--- src/rtl/fdc_seq_pkg.sv ---
package fdc_seq_pkg;

    typedef enum logic [1:0] {PH_IDLE, PH_CMD, PH_EXEC, PH_RESULT} phase_e;
    typedef enum logic [1:0] {EX_OFF, EX_DELAY, EX_XFER, EX_GAP} exec_e;

    typedef struct packed {
        logic [3:0] n_param;
        logic [2:0] n_result;
        logic       runs_exec;
        logic       moves_data;
        logic       to_host;
        logic       invalid;
    } cmd_info_t;

    localparam logic [7:0] INVALID_STATUS = 8'h80;
    localparam logic [7:0] XFER_TAG       = 8'hD0;

    // per-opcode byte counts, keyed on opcode bits 4..0
    function automatic cmd_info_t lookup(input logic [4:0] code);
        cmd_info_t c;
        c = '{n_param: 4'd0, n_result: 3'd1, runs_exec: 1'b0,
              moves_data: 1'b0, to_host: 1'b0, invalid: 1'b1};
        case (code)
            5'h06: c = '{4'd8, 3'd7, 1'b1, 1'b1, 1'b1, 1'b0};
            5'h05: c = '{4'd8, 3'd7, 1'b1, 1'b1, 1'b0, 1'b0};
            5'h0F: c = '{4'd2, 3'd1, 1'b1, 1'b0, 1'b0, 1'b0};
            5'h03: c = '{4'd2, 3'd0, 1'b0, 1'b0, 1'b0, 1'b0};
            5'h04: c = '{4'd1, 3'd1, 1'b0, 1'b0, 1'b0, 1'b0};
            5'h08: c = '{4'd0, 3'd2, 1'b0, 1'b0, 1'b0, 1'b0};
            default: ;
        endcase
        return c;
    endfunction

    // where the block goes once the last command byte is in
    function automatic phase_e after_command(input cmd_info_t c);
        if (c.runs_exec)           return PH_EXEC;
        else if (c.n_result != 0) return PH_RESULT;
        else                       return PH_IDLE;
    endfunction

endpackage

--- src/rtl/fdc_cmd_decode.sv ---
module fdc_cmd_decode
    import fdc_seq_pkg::*;
(
    input  logic [4:0] code,
    output cmd_info_t  info
);
    always_comb info = lookup(code);
endmodule

--- src/rtl/fdc_exec_stub.sv ---
module fdc_exec_stub
    import fdc_seq_pkg::*;
#(
    parameter int EXEC_CYCLES = 16,
    parameter int XFER_BYTES  = 4
) (
    input  logic          clk,
    input  logic          rst_n,
    input  logic          start,
    input  logic          moves_data,
    input  logic          ext_done,
    input  logic          take,
    output logic          byte_rdy,
    output logic [7:0]    byte_idx,
    output logic          done
);
    localparam int DW = $clog2(EXEC_CYCLES + 1);
    localparam int XW = $clog2(XFER_BYTES + 1);
    localparam logic [DW-1:0] DLY_LAST = DW'(EXEC_CYCLES - 1);
    localparam logic [XW-1:0] IDX_LAST = XW'(XFER_BYTES - 1);

    exec_e          st_q, st_n;
    logic [DW-1:0]  dly_q, dly_n;
    logic [XW-1:0]  idx_q, idx_n;

    always_ff @(posedge clk) begin
        if (!rst_n) begin
            st_q  <= EX_OFF;
            dly_q <= '0;
            idx_q <= '0;
        end else begin
            st_q  <= st_n;
            dly_q <= dly_n;
            idx_q <= idx_n;
        end
    end

    // delay, then (for data commands) one byte per accepted transfer
    always_comb begin
        st_n  = st_q;
        dly_n = dly_q;
        idx_n = idx_q;
        done  = 1'b0;
        unique case (st_q)
            EX_OFF: begin
                if (start) begin
                    st_n  = EX_DELAY;
                    dly_n = '0;
                    idx_n = '0;
                end
            end
            EX_DELAY: begin
                if (ext_done || dly_q == DLY_LAST) begin
                    if (moves_data) begin
                        st_n = EX_XFER;
                    end else begin
                        st_n = EX_OFF;
                        done = 1'b1;
                    end
                end else begin
                    dly_n = dly_q + 1'b1;
                end
            end
            EX_XFER: begin
                if (take) begin
                    if (idx_q == IDX_LAST) begin
                        st_n = EX_OFF;
                        done = 1'b1;
                    end else begin
                        st_n  = EX_GAP;
                        idx_n = idx_q + 1'b1;
                    end
                end
            end
            EX_GAP: st_n = EX_XFER;
        endcase
    end

    assign byte_rdy = (st_q == EX_XFER);
    assign byte_idx = 8'(idx_q);
endmodule

--- src/rtl/fdc_host_seq.sv ---
module fdc_host_seq
    import fdc_seq_pkg::*;
#(
    parameter int EXEC_CYCLES = 16,
    parameter int XFER_BYTES  = 4
) (
    input  logic       clk,
    input  logic       rst_n,
    input  logic       wr_stb,
    input  logic       rd_stb,
    input  logic [7:0] wdata,
    output logic [7:0] rdata,
    output logic [7:0] msr,
    input  logic       dma_mode,
    output logic       dreq,
    input  logic       dack_n,
    output logic       irq,
    input  logic       exec_done,
    input  logic [3:0] seek_busy
);
    localparam int CW = 4;

    phase_e         phase_q, phase_n;
    logic [7:0]     opcode_q, opcode_n;
    cmd_info_t      info_q, info_n, info_now;
    logic [CW-1:0]  cnt_q, cnt_n;
    logic           irq_q, irq_n;
    logic           dma_q, dma_n;

    logic rqm, dio, ndm, busy;
    logic wr_ok, rd_ok, take, exec_start, exec_fin, byte_rdy;
    logic [7:0] byte_idx;

    fdc_cmd_decode u_dec (
        .code (wdata[4:0]),
        .info (info_now)
    );

    fdc_exec_stub #(
        .EXEC_CYCLES (EXEC_CYCLES),
        .XFER_BYTES  (XFER_BYTES)
    ) u_exec (
        .clk        (clk),
        .rst_n      (rst_n),
        .start      (exec_start),
        .moves_data (info_q.moves_data),
        .ext_done   (exec_done),
        .take       (take),
        .byte_rdy   (byte_rdy),
        .byte_idx   (byte_idx),
        .done       (exec_fin)
    );

    always_ff @(posedge clk) begin
        if (!rst_n) begin
            phase_q  <= PH_IDLE;
            opcode_q <= '0;
            info_q   <= '0;
            cnt_q    <= '0;
            irq_q    <= 1'b0;
            dma_q    <= 1'b0;
        end else begin
            phase_q  <= phase_n;
            opcode_q <= opcode_n;
            info_q   <= info_n;
            cnt_q    <= cnt_n;
            irq_q    <= irq_n;
            dma_q    <= dma_n;
        end
    end

    // Handshake and status outputs
    always_comb begin
        rqm = 1'b0;
        dio = 1'b0;
        unique case (phase_q)
            PH_IDLE, PH_CMD: rqm = 1'b1;
            PH_EXEC: begin
                if (byte_rdy && !dma_q) begin
                    rqm = 1'b1;
                    dio = info_q.to_host;
                end
            end
            PH_RESULT: begin
                rqm = 1'b1;
                dio = 1'b1;
            end
        endcase
        ndm   = (phase_q == PH_EXEC) && !dma_q;
        busy  = (phase_q != PH_IDLE);
        msr   = {rqm, dio, ndm, busy, seek_busy};
        wr_ok = wr_stb && rqm && !dio;
        rd_ok = rd_stb && rqm && dio;
        take  = (phase_q == PH_EXEC) && byte_rdy &&
                (dma_q ? !dack_n : (info_q.to_host ? rd_ok : wr_ok));
        dreq  = (phase_q == PH_EXEC) && byte_rdy && dma_q;
        irq   = irq_q;
        if (phase_q == PH_RESULT)
            rdata = info_q.invalid ? INVALID_STATUS
                                   : (opcode_q ^ {cnt_q[2:0], 5'b0});
        else if (phase_q == PH_EXEC && rqm && dio)
            rdata = XFER_TAG + byte_idx;
        else
            rdata = 8'h00;
    end

    // Phase sequencing
    always_comb begin
        phase_n    = phase_q;
        opcode_n   = opcode_q;
        info_n     = info_q;
        cnt_n      = cnt_q;
        irq_n      = irq_q;
        dma_n      = dma_q;
        exec_start = 1'b0;
        unique case (phase_q)
            PH_IDLE: begin
                if (wr_ok) begin
                    opcode_n = wdata;
                    info_n   = info_now;
                    dma_n    = dma_mode;
                    cnt_n    = '0;
                    phase_n  = (info_now.n_param == 0) ? after_command(info_now)
                                                       : PH_CMD;
                end
            end
            PH_CMD: begin
                if (wr_ok) begin
                    if (cnt_q == info_q.n_param - 1'b1) begin
                        cnt_n   = '0;
                        phase_n = after_command(info_q);
                    end else begin
                        cnt_n = cnt_q + 1'b1;
                    end
                end
            end
            PH_EXEC: begin
                irq_n = !dma_q && byte_rdy && !take;
                if (exec_fin) begin
                    cnt_n = '0;
                    if (info_q.n_result != 0) begin
                        phase_n = PH_RESULT;
                        irq_n   = 1'b1;
                    end else begin
                        phase_n = PH_IDLE;
                        irq_n   = 1'b0;
                    end
                end
            end
            PH_RESULT: begin
                if (rd_ok) begin
                    irq_n = 1'b0;
                    if (cnt_q == CW'(info_q.n_result) - 1'b1) begin
                        cnt_n   = '0;
                        phase_n = PH_IDLE;
                    end else begin
                        cnt_n = cnt_q + 1'b1;
                    end
                end
            end
        endcase
        if (phase_n == PH_EXEC && phase_q != PH_EXEC)
            exec_start = 1'b1;
    end
endmodule

--- config.mk ---
export PLATFORM = sky130hd
export DESIGN_NAME = fdc_host_seq
export DESIGN_NICKNAME = d
export VERILOG_FILES = /design/src/rtl/fdc_seq_pkg.sv /design/src/rtl/fdc_cmd_decode.sv /design/src/rtl/fdc_exec_stub.sv /design/src/rtl/fdc_host_seq.sv
export SDC_FILE = /design/constraint.sdc
export NUM_CORES = 1
export LEC_CHECK = 0
export BUFFER_PORTS_ARGS = -buffer_cell sky130_fd_sc_hd__buf_2
export CORE_MARGIN = 2
export CORE_UTILIZATION = 51
export CTS_BUF_LIST = sky130_fd_sc_hd__clkbuf_8 sky130_fd_sc_hd__clkbuf_16
export DETAILED_ROUTE_END_ITERATION = 10
export GPL_TIMING_DRIVEN = 1
export PLACE_DENSITY_LB_ADDON = 0.2
export SETUP_SLACK_MARGIN = 0.1
export SYNTH_ARGS = -nofsm -noshare
export SYNTH_HDL_FRONTEND = slang
export SYNTH_SLANG_ARGS = --single-unit
--- constraint.sdc ---
create_clock -name clk -period 1.8 [get_ports clk]
set_input_delay 0.27 -clock clk [delete_from_list [all_inputs] [get_ports clk]]
set_output_delay 0.27 -clock clk [all_outputs]
set_load 0.01 [all_outputs]
* After elaboration in Yosys (flattened, before gate mapping)
Index checks and enable logic that the tools add are counted.
** Storage, ports and cells
- Input port bits :: 19
- Bits in registers :: 37
- Output and inout port bits :: 18
- Logic and storage cells :: 134
** Operators by class
- Eq/ne operators :: 27
- Mux-type cells :: 52
- Bitwise gates (word level) :: 1
- Reductions and logical operators :: 34
- Add/subtract/negate cells :: 6
** Operators with widths (number)
- $pmux 11 s6 :: 1
- $mux 2 :: 16
- $mux 4 :: 6
- $mux 8 :: 3
- $ne 2x2->1 const B :: 9
- $pmux 2 s4 :: 2
- $pmux 4 s4 :: 1
- $eq 5x3->1 const B :: 3
- $eq 5x4->1 const B :: 3
- $logic_and 1x1->1 :: 13
- $mux 1 :: 12
- $eq 2x2->1 const B :: 5
- $mux 5 :: 2
- $pmux 5 s2 :: 1
- $mux 3 :: 3
- $add 7x4->8 const A :: 1
- $eq 4x4->1 :: 2
- $pmux 1 s2 :: 4
- $reduce_and 4->1 :: 2
- $reduce_bool 2->1 :: 4
- $xor 8x8->8 :: 1
- $pmux 3 s2 :: 1
- $reduce_and 3->1 :: 2
- $reduce_bool 3->1 :: 2
- other kinds (15) :: 21

* Longest topological paths before layout
Gate-level depths: netlist of the first run.
- Depth in word-level cells :: 18
- Mapped depth :: 8

* Hierarchy
Synthesis of the first run repeated with hierarchy kept, for this count alone.
** Unflattened totals
- Cell total of the unflattened synthesis :: 344
- Area total of the unflattened synthesis :: 2703.8 µm²
** Modules (own cells, without submodules)
- fdc_host_seq :: area an instance 1780.5 µm², cells an instance 231, times used 1
- fdc_exec_stub :: area an instance 710.7 µm², cells an instance 82, times used 1
- fdc_cmd_decode :: area an instance 212.7 µm², cells an instance 31, times used 1

* Worst setup path before layout of the first run
Ideal clock, no wire load.
- Path kind :: flip-flop to flip-flop
- Start :: register u_exec.st_q[0]
- End :: register phase_q[0]
- Data arrival time :: 1.839 ns
- Buffers on the path :: 1
- Data required time :: 1.675 ns
- Path slack :: -0.164 ns
- Stages on the path, launching flop included :: 9
- Period minus slack after synthesis :: 1.964 ns
- Path through :: dfxtp_1 inv_1 ha_1 buf_2 o2111a_1 o311ai_2 or2_1 a21oi_1 o41a_1
** Between the ends
- Longest elaborated chain between the ends :: 13
- Elaborated cells between the ends (all ways) :: 23
- Those cells by class :: eq/ne: 2; mux: 13; reduce/logical: 8
** RTL lines
- from (decl) :: RTL line fdc_exec_stub.sv:22 : exec_e st_q, st_n;
- from (signal assigned) :: RTL line fdc_exec_stub.sv:32 : st_q <= st_n;
- $eq 2x2->1 :: RTL line fdc_exec_stub.sv:44, fdc_exec_stub.sv:79
- $logic_and 1x1->1 :: RTL line fdc_host_seq.sv:79 : if (byte_rdy && !dma_q) begin
- $mux 1 :: RTL line fdc_host_seq.sv:79
- $pmux 1 s2 :: RTL line fdc_host_seq.sv:76 : unique case (phase_q)
- $logic_and 1x1->1, or another cell as far along :: RTL line fdc_host_seq.sv:92 : wr_ok = wr_stb && rqm && !dio;
- $logic_and 1x1->1 (on tied branches) :: RTL line fdc_host_seq.sv:92, fdc_host_seq.sv:93
- $mux 1 (2 in series) :: RTL line fdc_host_seq.sv:95 : (dma_q ? !dack_n : (info_q.to_host ? rd_ok : wr_ok));
- $logic_and 1x1->1 :: RTL line fdc_host_seq.sv:94 : take = (phase_q == PH_EXEC) && byte_rdy &&
- $mux 1 :: RTL line fdc_exec_stub.sv:65 : if (take) begin
- $pmux 1 s2 :: RTL line fdc_exec_stub.sv:44 : unique case (st_q)
- $mux 2 :: RTL line fdc_host_seq.sv:139 : if (exec_fin) begin
- $pmux 2 s4 * :: RTL line fdc_host_seq.sv:116 : unique case (phase_q)
- to (signal assigned) :: RTL line fdc_host_seq.sv:63 : phase_q <= phase_n;
- to (decl) :: RTL line fdc_host_seq.sv:23 : phase_e phase_q, phase_n;
Every way passes the cells marked *; elsewhere a longest branch is shown, timed or not.
A chain may end at the register's enable or synchronous reset.

* Final worst setup path of the first run
- Start :: register u_exec.dly_q[1]
- End :: register cnt_q[3]
** Between the ends
- Longest elaborated chain between the ends :: 6
** RTL lines
- from (decl) :: RTL line fdc_exec_stub.sv:23 : logic [DW-1:0] dly_q, dly_n;
- from (signal assigned) :: RTL line fdc_exec_stub.sv:33 : dly_q <= dly_n;
- $eq 5x4->1 :: RTL line fdc_exec_stub.sv:53 : if (ext_done || dly_q == DLY_LAST) begin
- $logic_or 1x1->1 :: RTL line fdc_exec_stub.sv:53
- $mux 1 :: RTL line fdc_exec_stub.sv:53
- $pmux 1 s2 :: RTL line fdc_exec_stub.sv:44
- $ne 2x2->1 (no source line)
- $reduce_and 4->1 (no source line)
- to (signal assigned) :: RTL line fdc_host_seq.sv:66 : cnt_q <= cnt_n;
- to (decl) :: RTL line fdc_host_seq.sv:26 : logic [CW-1:0] cnt_q, cnt_n;
No other way between the ends.

==> impl_metrics.csv, run 1 <==
group,metric,value,unit
global_route,grt_pass1_vias,2365,
routing,wl,6414,µm
cts,cts.path.max_buffers,2,
place,place_inst,382,
routing,routed.top_layer,"met4",
layout,layout.cells.non_filler,406,
global_route,groute.usage.overall,25.65,%
global_route,grt_antenna_before_repair,0,
synth,synth_edf_count,0,
timing,relSlewSlack,74.21,%
timing,final-setup-viol-count,11,
floorplan,boundaryPins,37,
timing,finalCritPeriodShare,107.7,%
layout,final_area,0.003137,mm²
place,io_buffers,28,
synth,synthTopCellsByCount,"36 x nand2_1, 34 x dfxtp_1, 26 x a21oi_1",
synth,synth_area_leader_cell,"dfxtp_1",
synth,synthArstFlopShare,0,%
power_and_ir_drop,powerDensity,678.5,mW/mm²
synth,synth.most_common_cell,"nand2_1",
timing,maxSlewViolCount,0,
setup_path,path_cells,"ha_4, and3_4, ha_4, o211ai_1, o21a_1, o22ai_2, or2_4, o221ai_2",
setup_path,worstPathRequired,2.01,ns
floorplan,initial_core_util,52.46,%
layout,nNetsFinal,384,
layout,diodes,0,
setup_path,crit_path_max_incr_delay,0.34,ns
setup_path,cp.arrival,2.15,ns
synth,yosys-top-cells-area,"dfxtp_1 30%, ha_1 6.6%, nand2_1 6.0%",
timing,period_needed,1.938,ns
timing,fmax,515.9,MHz
global_route,grt_overflow,0,
timing,tightest_slew,0.3864,ns
setup_path,worst_setup_path_start_kind,"flop",
synth,synth_area_per_cell,7.690,µm²
synth,synthCells,295,
timing,timing.final.ws_setup,-0.1383,ns
outcome,status,"complete, but fails checks",
routing,viasPerCell,5.704,
power_and_ir_drop,p_leak,1.275,nW
global_route,grt_max_degree,13,
setup_path,cp_max_fo,4,
cts,cts_root_buf,"clkbuf_8",
setup_path,path_class,"flop to flop",
synth,yosysWarnings,0,
routing,num_vias,2316,
routing,detail-route-antenna-nets,0,
cts,insertion_delay,0.29,ns
floorplan,placementRows,24,
routing,post-route-drc-count,0,
routing,dr.pass1.iters,4,
place,place.gp.congestion,0.8401,
routing,drt_first_iter_violations,66,
synth,synth_cell_types,57,
routing,met2_length,3315,µm
floorplan,dieHeight,70.69,µm
place,placed_area,0.002675,mm²
power_and_ir_drop,vdd_drop_max,0.4123,mV
cts,cts_tree,"built",
floorplan,die_x,70.69,µm
synth,yosys_most_used_dff,"dfxtp_1",
worst_hold_path,hp-class,"primary input to flop",
job,drv_cap,0,
timing,skew,0.008245,ns
routing,wl_met3,219,µm
cts,numCtsBuffers,5,
setup_path,crit_slowest_cell,"dfxtp_2",
setup_path,cp-end-kind,"flop",
layout,synthToLayoutAreaGrowth,38.28,%
synth,synth_area,0.002268,mm²
timing,finalHoldViolations,0,
place,dp_hpwl,4334,µm
setup_path,crit_top_cell,"ha_4",
routing,wl_per_cell,15.80,µm
layout,fin_util,72.54,%
outcome,violations,"setup timing",
synth,ys_seq_elements,34,
synth,synthesis.nets,326,
global_route,grt_pass1_wl,10440,µm
cts,clkSinkCount,34,
cts,cts-hold-fix-buffers,0,
layout,drive_above_1_share,42.09,%
synth,seq_area_frac_synth,30.01,%
floorplan,core-area,0.004324,mm²
synth,synth_top_cell_area_share,30.01,%
routing,met1_length,2702,µm
floorplan,die_area,0.004997,mm²
cts,h-tree-depth,2,
timing,rsz0062_at_grt,"true",
cts,path_clk_slew,0.07,ns
-- layout by cell type (no fill, tap or decap), drive strengths merged, types with 9 or more instances in the layout --
master,instances
inv,22
a21oi,26
xnor2,9
buf,76
nand2,36
dfxtp,34
ha,12
o21ai,18
nor2,20
-- cells by family after synthesis --
| family | after synthesis | share of synthesized area, % |
|---|---|---|
| AOI/OAI and AO/OA | 84 | 24.43 |
| buffers and inverters | 46 | 9.376 |
| and+or+nand+nor | 103 | 22.61 |
| DFF | 34 | 30.01 |
| xor gates and xnor gates | 12 | 4.634 |
| muxes | 4 | 2.317 |
| adders and majority gates | 12 | 6.619 |
-- layer usage --
metal | vias to the layer above | global-route usage (%)
met5 | - | 0
met4 | 0 | 8.176
met3 | 15 | 4.558
met2 | 52 | 46.63
met1 | 1103 | 30.52
li1 | 1146 | -
-- critical path: cells and delay by family (launching register included) --
family,cells,cell delay (ns)
compound gates,4,0.75
flops,1,0.34
fa+ha+maj,2,0.32
simple gates,2,0.45
-- state kept, by name (all words and copies together), names as in the netlist --
register / cells
u_exec.dly_q: 5
info_q: 8
dma_q: 1
irq: 1
opcode_q: 8
u_exec.idx_q: 3
phase_q: 2
cnt_q: 4
u_exec.st_q: 2
-- final cells by class --
type	instances	area, µm²
Clock inverter	2	8.758
Fill cell	336	1187
Clock buffer	6	82.58
Timing Repair Buffer	76	523.0
Inverter	21	78.83
Sequential cell	34	698.2
Tap cell	52	65.06
Multi-Input combinational cell	215	1680
-- per-stage QoR --
stage	worst slack [ns]	total power [mW]	hold WS, ns	setup TNS (ns)
final	-0.1383	2.128	0.2250	-0.8720
after global routing	-0.1782	2.239	0.2276	-2.110
after CTS	-0.06610	2.063	0.2194	-0.2694
after detailed placement	-0.07938	1.419	0.4491	-0.3241
after global placement	-0.009499	1.410	0.4396	-0.01565
after floorplan	-0.006027	1.253	0.4060	-0.006293
-- power by group --
part	total, mW	leakage, nW	internal (mW)	switching [mW]
combinational	0.693	0.941	0.320	0.372
sequential	0.850	0.281	0.805	0.0451
clock	0.586	0.0524	0.303	0.283
-- final timing paths --
check / depth (start not counted) / startpoint / slack [ns] / end
worst max-delay path: 8 / u_exec.dly_q[1] / -0.14 / cnt_q[3]
worst min-delay path: 3 / dma_mode / 0.23 / dma_q
worst max register to register: 8 / u_exec.dly_q[1] / -0.14 / cnt_q[3]
worst min register to register: 2 / opcode_q[4] / 0.46 / opcode_q[4]
-- repair_timing --
item / CTS / global route
pin swaps: 23 / 25
hold endpoints to repair: 0 / 0
setup endpoints to repair: 25 / 27
setup buffers: 13 / 4
resized for setup: 28 / 32
No activity file was read; power rests on OpenSTA's default activity.
==> run 2, diff against run 1 <==
- ABC_AREA: not set -> 1
==> impl_metrics.csv, run 2 <==
group,metric,value,unit
outcome,status,"complete, but fails checks",
outcome,violations,"setup timing",
synth,synth_area,0.002260,mm²
routing,post-route-drc-count,0,
setup_path,crit_slowest_cell,"dfxtp_2",
cts,cts_tree,"built",
timing,period_needed,2.315,ns
synth,synth_area_per_cell,6.685,µm²
global_route,grt_antenna_before_repair,0,
power_and_ir_drop,power,5.513,mW
layout,regArea,696.9,µm²
timing,skew,0.009983,ns
layout,final_cell_mix,"56 x nand2_1, 56 x buf_4, 43 x inv_1",
timing,tightest_slew,0.4951,ns
setup_path,cp.depth,14,
synth,synth_top_family_by_area,"simple AND/OR/NAND/NOR gates",
setup_path,path_cells,"inv_2, ha_4, xnor2_1, a21oi_1, nand3_1, nand2_1, nand2_1, nor2_1, nand4_4, buf_4, buf_6, buf_4, nand2_1, inv_1",
setup_path,reg2regPathDepth,14,
timing,hold_slack,0.2238,ns
cts,cts-hold-fix-buffers,0,
synth,yosys.area_share.simple,32.89,%
synth,synth_top_cell_area_share,30.12,%
floorplan,initial_core_util,52.26,%
worst_hold_path,hp-class,"primary input to flop",
setup_path,cp.arrival,2.51,ns
routing,wl_per_cell,16.13,µm
global_route,grt_pass1_vias,2405,
synth,synth_edf_count,0,
synth,synthArstFlopShare,0,%
synth,yosys_most_used_dff,"dfxtp_1",
synth,synthTopCellsByCount,"65 x nand2_1, 52 x inv_1, 47 x nor2_1",
setup_path,cp_max_fo,2,
floorplan,boundaryPins,37,
routing,viasPerCell,5.489,
routing,wl,7725,µm
setup_path,r2r-end,"phase_q[1]",
synth,synth_area_leader_cell,"dfxtp_1",
synth,synth-xor-area-share,2.713,%
floorplan,placementRows,24,
setup_path,path_class,"flop to flop",
routing,detail-route-antenna-nets,0,
timing,timing.final.ws_setup,-0.5148,ns
place,placed_area,0.002851,mm²
synth,synthesis.nets,369,
synth,synth.most_common_cell,"nand2_1",
timing,final-setup-viol-count,28,
job,drv_cap,0,
timing,finalHoldViolations,0,
synth,synth_cell_types,36,
layout,fin_util,76.82,%
place,place.gp.congestion,0.8776,
global_route,grt_max_degree,26,
synth,yosys.area_share.adder,6.645,%
floorplan,dieHeight,70.57,µm
setup_path,setup.worst_path.end,"phase_q[1]",
cts,path_clk_slew,0.08,ns
timing,relSlewSlack,66.71,%
floorplan,die_area,0.004979,mm²
cts,h-tree-depth,2,
synth,synthCells,338,
setup_path,cp_top_family,"simple AND/OR/NAND/NOR gates",
cts,clkSinkCount,34,
layout,n_fill_cell,291,
setup_path,r2r_start,"info_q[5]",
power_and_ir_drop,vdd_drop_max,0.9477,mV
setup_path,crit_top_cell,"nand2_1",
synth,ys_seq_elements,34,
setup_path,worst_setup_path_start_kind,"flop",
timing,rsz0062_at_grt,"true",
synth,yosys-top-cells-area,"dfxtp_1 30%, nand2_1 11%, inv_1 8.6%",
routing,dr.pass1.iters,6,
place,io_buffers,28,
global_route,grt_overflow,0,
setup_path,worst-path-buf-inv,5,
layout,nNetsFinal,457,
floorplan,core-area,0.004324,mm²
routing,drt_first_iter_violations,324,
layout,drive_above_1_share,43.09,%
layout,multiInputGateArea,0.001567,mm²
place,dp_hpwl,4443,µm
setup_path,cp-end-kind,"flop",
routing,num_vias,2629,
cts,numCtsBuffers,5,
global_route,groute.usage.overall,26.21,%
floorplan,die_x,70.57,µm
setup_path,rrSetupSlack,-0.51,ns
power_and_ir_drop,powerDensity,1659,mW/mm²
synth,seq_area_frac_synth,30.12,%
setup_path,worstSetupStartpoint,"info_q[5]",
synth,synth.area.mux_share,0,%
timing,finalCritPeriodShare,128.6,%
setup_path,crit_path_max_incr_delay,0.34,ns
cts,cts_root_buf,"clkbuf_8",
layout,biggestRegsByFlops,"info_q: 8 flops, opcode_q: 8 flops, u_exec.dly_q: 5 flops",
timing,fmax,432.0,MHz
setup_path,worstPathRequired,1.99,ns
global_route,grt_pass1_wl,10500,µm
layout,diodes,0,
timing,maxSlewViolCount,0,
power_and_ir_drop,p_leak,1.592,nW
layout,synthToLayoutAreaGrowth,47.01,%
layout,final_area,0.003322,mm²
synth,synth_compound_area_share,14.84,%
cts,insertion_delay,0.30,ns
synth,yosysWarnings,0,
cts,cts.path.max_buffers,2,
run 2: worst min path at each step:
stage                     slack, ns  depth (start not counted)           to   startpoint
after global routing           0.23                          3  opcode_q[7]     wdata[7]
final                          0.22                          3  opcode_q[7]     wdata[7]
after detailed placement       0.45                          2  opcode_q[0]  opcode_q[0]
after floorplan                0.41                          2  opcode_q[0]        rst_n
after CTS                      0.22                          3  opcode_q[7]     wdata[7]
after global placement         0.43                          2  opcode_q[4]  opcode_q[4]
run 2: timing repair:
item | CTS | global route
pin swaps | 29 | 10
gates cloned | 0 | 0
gates resized for setup | 37 | 44
buffers inserted | 5 | 9
endpoints found under the setup margin | 38 | 44
run 2: worst register-to-register path, delay by kind of cell, from the launching register on:
family	cells	cell delay (ns)
AOI/OAI and AO/OA	1	0.21
adders and majority gates	1	0.23
and+or+nand+nor	6	0.79
xor gates and xnor gates	1	0.15
DFF	1	0.34
buffers and inverters	5	0.49
run 2: metal layers:
layer	vias up	GRT usage (%)	share of wire (%)
li1	1240	-	-
met1	1220	34.14	41
met2	137	43.50	49
met3	32	5.128	7.3
met4	0	9.434	3.5
met5	-	0	0
run 2: layout make-up:
| type | instances | share of cell area, % |
|---|---|---|
| multi-input cells | 237 | 47.16 |
| clock buffers | 8 | 3.315 |
| inverters | 55 | 6.290 |
| flip-flops and latches | 34 | 20.98 |
| well taps | 52 | 1.959 |
| repair buffers | 93 | 20.30 |
run 2: stage by stage:
stage	setup TNS (ns)	setup WS, ns	std cells
final	-7.534	-0.5148	479
after CTS	-2.568	-0.2484	471
after global placement	-2.532	-0.2432	458
after global routing	-9.920	-0.5947	479
after floorplan	-1.319	-0.1574	338
after detailed placement	-3.226	-0.3285	458
run 2: kinds of logic after synthesis:
logic type | Yosys count
and+or+nand+nor | 157
buffers and inverters | 67
AOI/OAI and AO/OA | 61
DFF | 34
adders and majority gates | 12
xor gates and xnor gates | 7
run 2: power by group:
group          internal [mW]  switching, mW
logic                   1.57           2.05
registers               1.02          0.178
clock network          0.387          0.312
==> run 3, diff against run 2 <==
- CORE_ASPECT_RATIO: not set -> 1.25
- CORE_UTILIZATION: 51 -> 60
- clock period: 1.8 -> 2.7 ns (I/O delays scaled with it)
==> impl_metrics.csv, run 3 (synthesis gave the netlist of run 2 again) <==
group,metric,value,unit
outcome,status,"complete, but fails checks",
outcome,violations,"DRC",
cts,clkSinkCount,34,
cts,numCtsBuffers,5,
power_and_ir_drop,combPwrFrac,51.0,%
layout,drive_above_1_share,18.51,%
cts,cts-hold-fix-buffers,0,
routing,viasPerCell,5.204,
floorplan,die_area,0.004276,mm²
layout,fin_util,70.27,%
place,place.gp.congestion,0.9534,
layout,diodes,0,
timing,final-setup-viol-count,0,
setup_path,cp.arrival,2.50,ns
floorplan,initial_core_util,63.77,%
setup_path,path_cells,"inv_1, ha_1, nand2_2, nor2_2, nor2_4, inv_2, nor2_4, nand2_8, clkinvlp_4, nand2_1, nand4_2, nand2_2, a21boi_2, nand2_1, nand2_1, nor2_1",
power_and_ir_drop,clkPwrFrac,17.8,%
power_and_ir_drop,netSwitchingPower,1.142,mW
global_route,groute.usage.overall,24.34,%
layout,layout.cells.non_filler,401,
setup_path,worst_setup_path_start_kind,"flop",
global_route,grt_max_degree,28,
job,drv_cap,0,
floorplan,core-area,0.003543,mm²
timing,setup_tns,0,ns
routing,num_vias,2087,
timing,maxSlewViolCount,0,
routing,dr.pass1.iters,7,
global_route,grt_antenna_before_repair,0,
routing,post-route-drc-count,2,
routing,detail-route-antenna-nets,0,
global_route,grt_overflow,0,
cts,cts_root_buf,"clkbuf_8",
floorplan,dieHeight,72.61,µm
layout,final_cell_mix,"65 x nand2_1, 51 x inv_1, 46 x nor2_1",
timing,tightest_slew,0.4407,ns
floorplan,boundaryPins,37,
place,io_buffers,28,
timing,finalCritPeriodShare,85.94,%
routing,wl,4759,µm
layout,nNetsFinal,392,
place,dp_slack,0.3110,ns
timing,skew,0.009070,ns
setup_path,cp-end-kind,"flop",
cts,h-tree-depth,2,
place,place_inst,393,
setup_path,crit_slowest_cell,"dfxtp_1",
setup_path,crit_path_max_incr_delay,0.35,ns
setup_path,worstPathRequired,2.88,ns
cts,insertion_delay,0.29,ns
timing,rsz0062_at_grt,"false",
timing,fmax,431.0,MHz
global_route,grt_pass1_wl,7983,µm
setup_path,path_class,"flop to flop",
global_route,grt_pass1_vias,1940,
setup_path,crit_top_cell,"nand2_1",
power_and_ir_drop,pwr-share-seq,31.2,%
timing,relSlewSlack,70.31,%
power_and_ir_drop,powerDensity,1022,mW/mm²
worst_hold_path,hp-class,"primary input to flop",
layout,final_common_cell,"nand2_1",
layout,synthToLayoutAreaGrowth,10.19,%
power_and_ir_drop,p_leak,1.194,nW
timing,period_needed,2.320,ns
cts,path_clk_slew,0.07,ns
power_and_ir_drop,p_int,1.402,mW
layout,biggestRegsByFlops,"info_q: 8 flops, opcode_q: 8 flops, u_exec.dly_q: 5 flops",
setup_path,cp_max_fo,27,
power_and_ir_drop,sw_frac_of_total,44.87,%
floorplan,placementRows,24,
cts,cts.path.max_buffers,2,
place,dp_hpwl,3681,µm
timing,finalHoldViolations,0,
routing,wl_per_cell,11.87,µm
floorplan,die_x,58.89,µm
timing,timing.final.ws_setup,0.3796,ns
power_and_ir_drop,vdd_drop_max,0.4880,mV
cts,cts_tree,"built",
routing,drt_first_iter_violations,103,
run 3: cell types whose count changed in the layout (fill, tap and decap cells not counted), sizes merged:
cell	change
buf	-65
clkbuf	-3
clkinv	+2
bufinv	+1
clkinvlp	+1
inv	-1
run 3: power groups by stage:
stage	sequential [mW]	clock [mW]	combinational [mW]
floorplan	0.770	0	1.08
global placement	0.796	0	1.25
detailed placement	0.801	0	1.27
CTS	0.792	0.468	1.28
global route	0.810	0.489	1.51
finish	0.793	0.454	1.30
run 3: routing by layer:
layer / routed length [µm] / track usage, % / up-vias / share of wire [%]
met5: 0 / 0 / - / 0
met4: 88 / 10.35 / 0 / 1.8
met3: 247 / 5.674 / 8 / 5.2
met2: 2416 / 43.21 / 38 / 51
met1: 2007 / 27.27 / 926 / 42
li1: - / - / 1115 / -
run 3: final cells by class:
cell class	instances	area, µm²
clock buffer	5	68.82
clock inverter	3	40.04
fill	336	1054
inverter	55	210.2
multi-input combinational	237	1301
sequential	34	680.7
tap	39	48.80
timing repair buffer	28	140.1
run 3: critical path, delay by kind of cell (launching register included):
family | cells | cell delay, ns
compound gates | 1 | 0.21
fa+ha+maj | 1 | 0.28
buf+inv | 3 | 0.31
flops | 1 | 0.35
simple gates | 11 | 1.05
run 3: final timing paths:
check / end / slack, ns / depth (start not counted) / start
worst min register to register: opcode_q[4] / 0.45 / 2 / opcode_q[4]
worst max-delay path: u_exec.dly_q[1] / 0.38 / 16 / u_exec.st_q[0]
worst min-delay path: opcode_q[6] / 0.36 / 3 / wdata[6]
worst max register to register: u_exec.dly_q[1] / 0.38 / 16 / u_exec.st_q[0]
run 3: repair_timing:
item	in CTS	in global routing
setup endpoints to repair	0	9
buffers inserted	0	0
gates resized for setup	0	3
run 3: stage by stage:
step	hold WS [ns]	area (µm²)	power, mW
2_1_floorplan	0.4246	2260	1.849
3_3_place_gp	0.4364	2366	2.046
3_5_place_dp	0.4426	2366	2.069
4_1_cts	0.3589	2475	2.536
5_1_grt	0.3873	2490	2.806
6_report	0.3632	2490	2.544
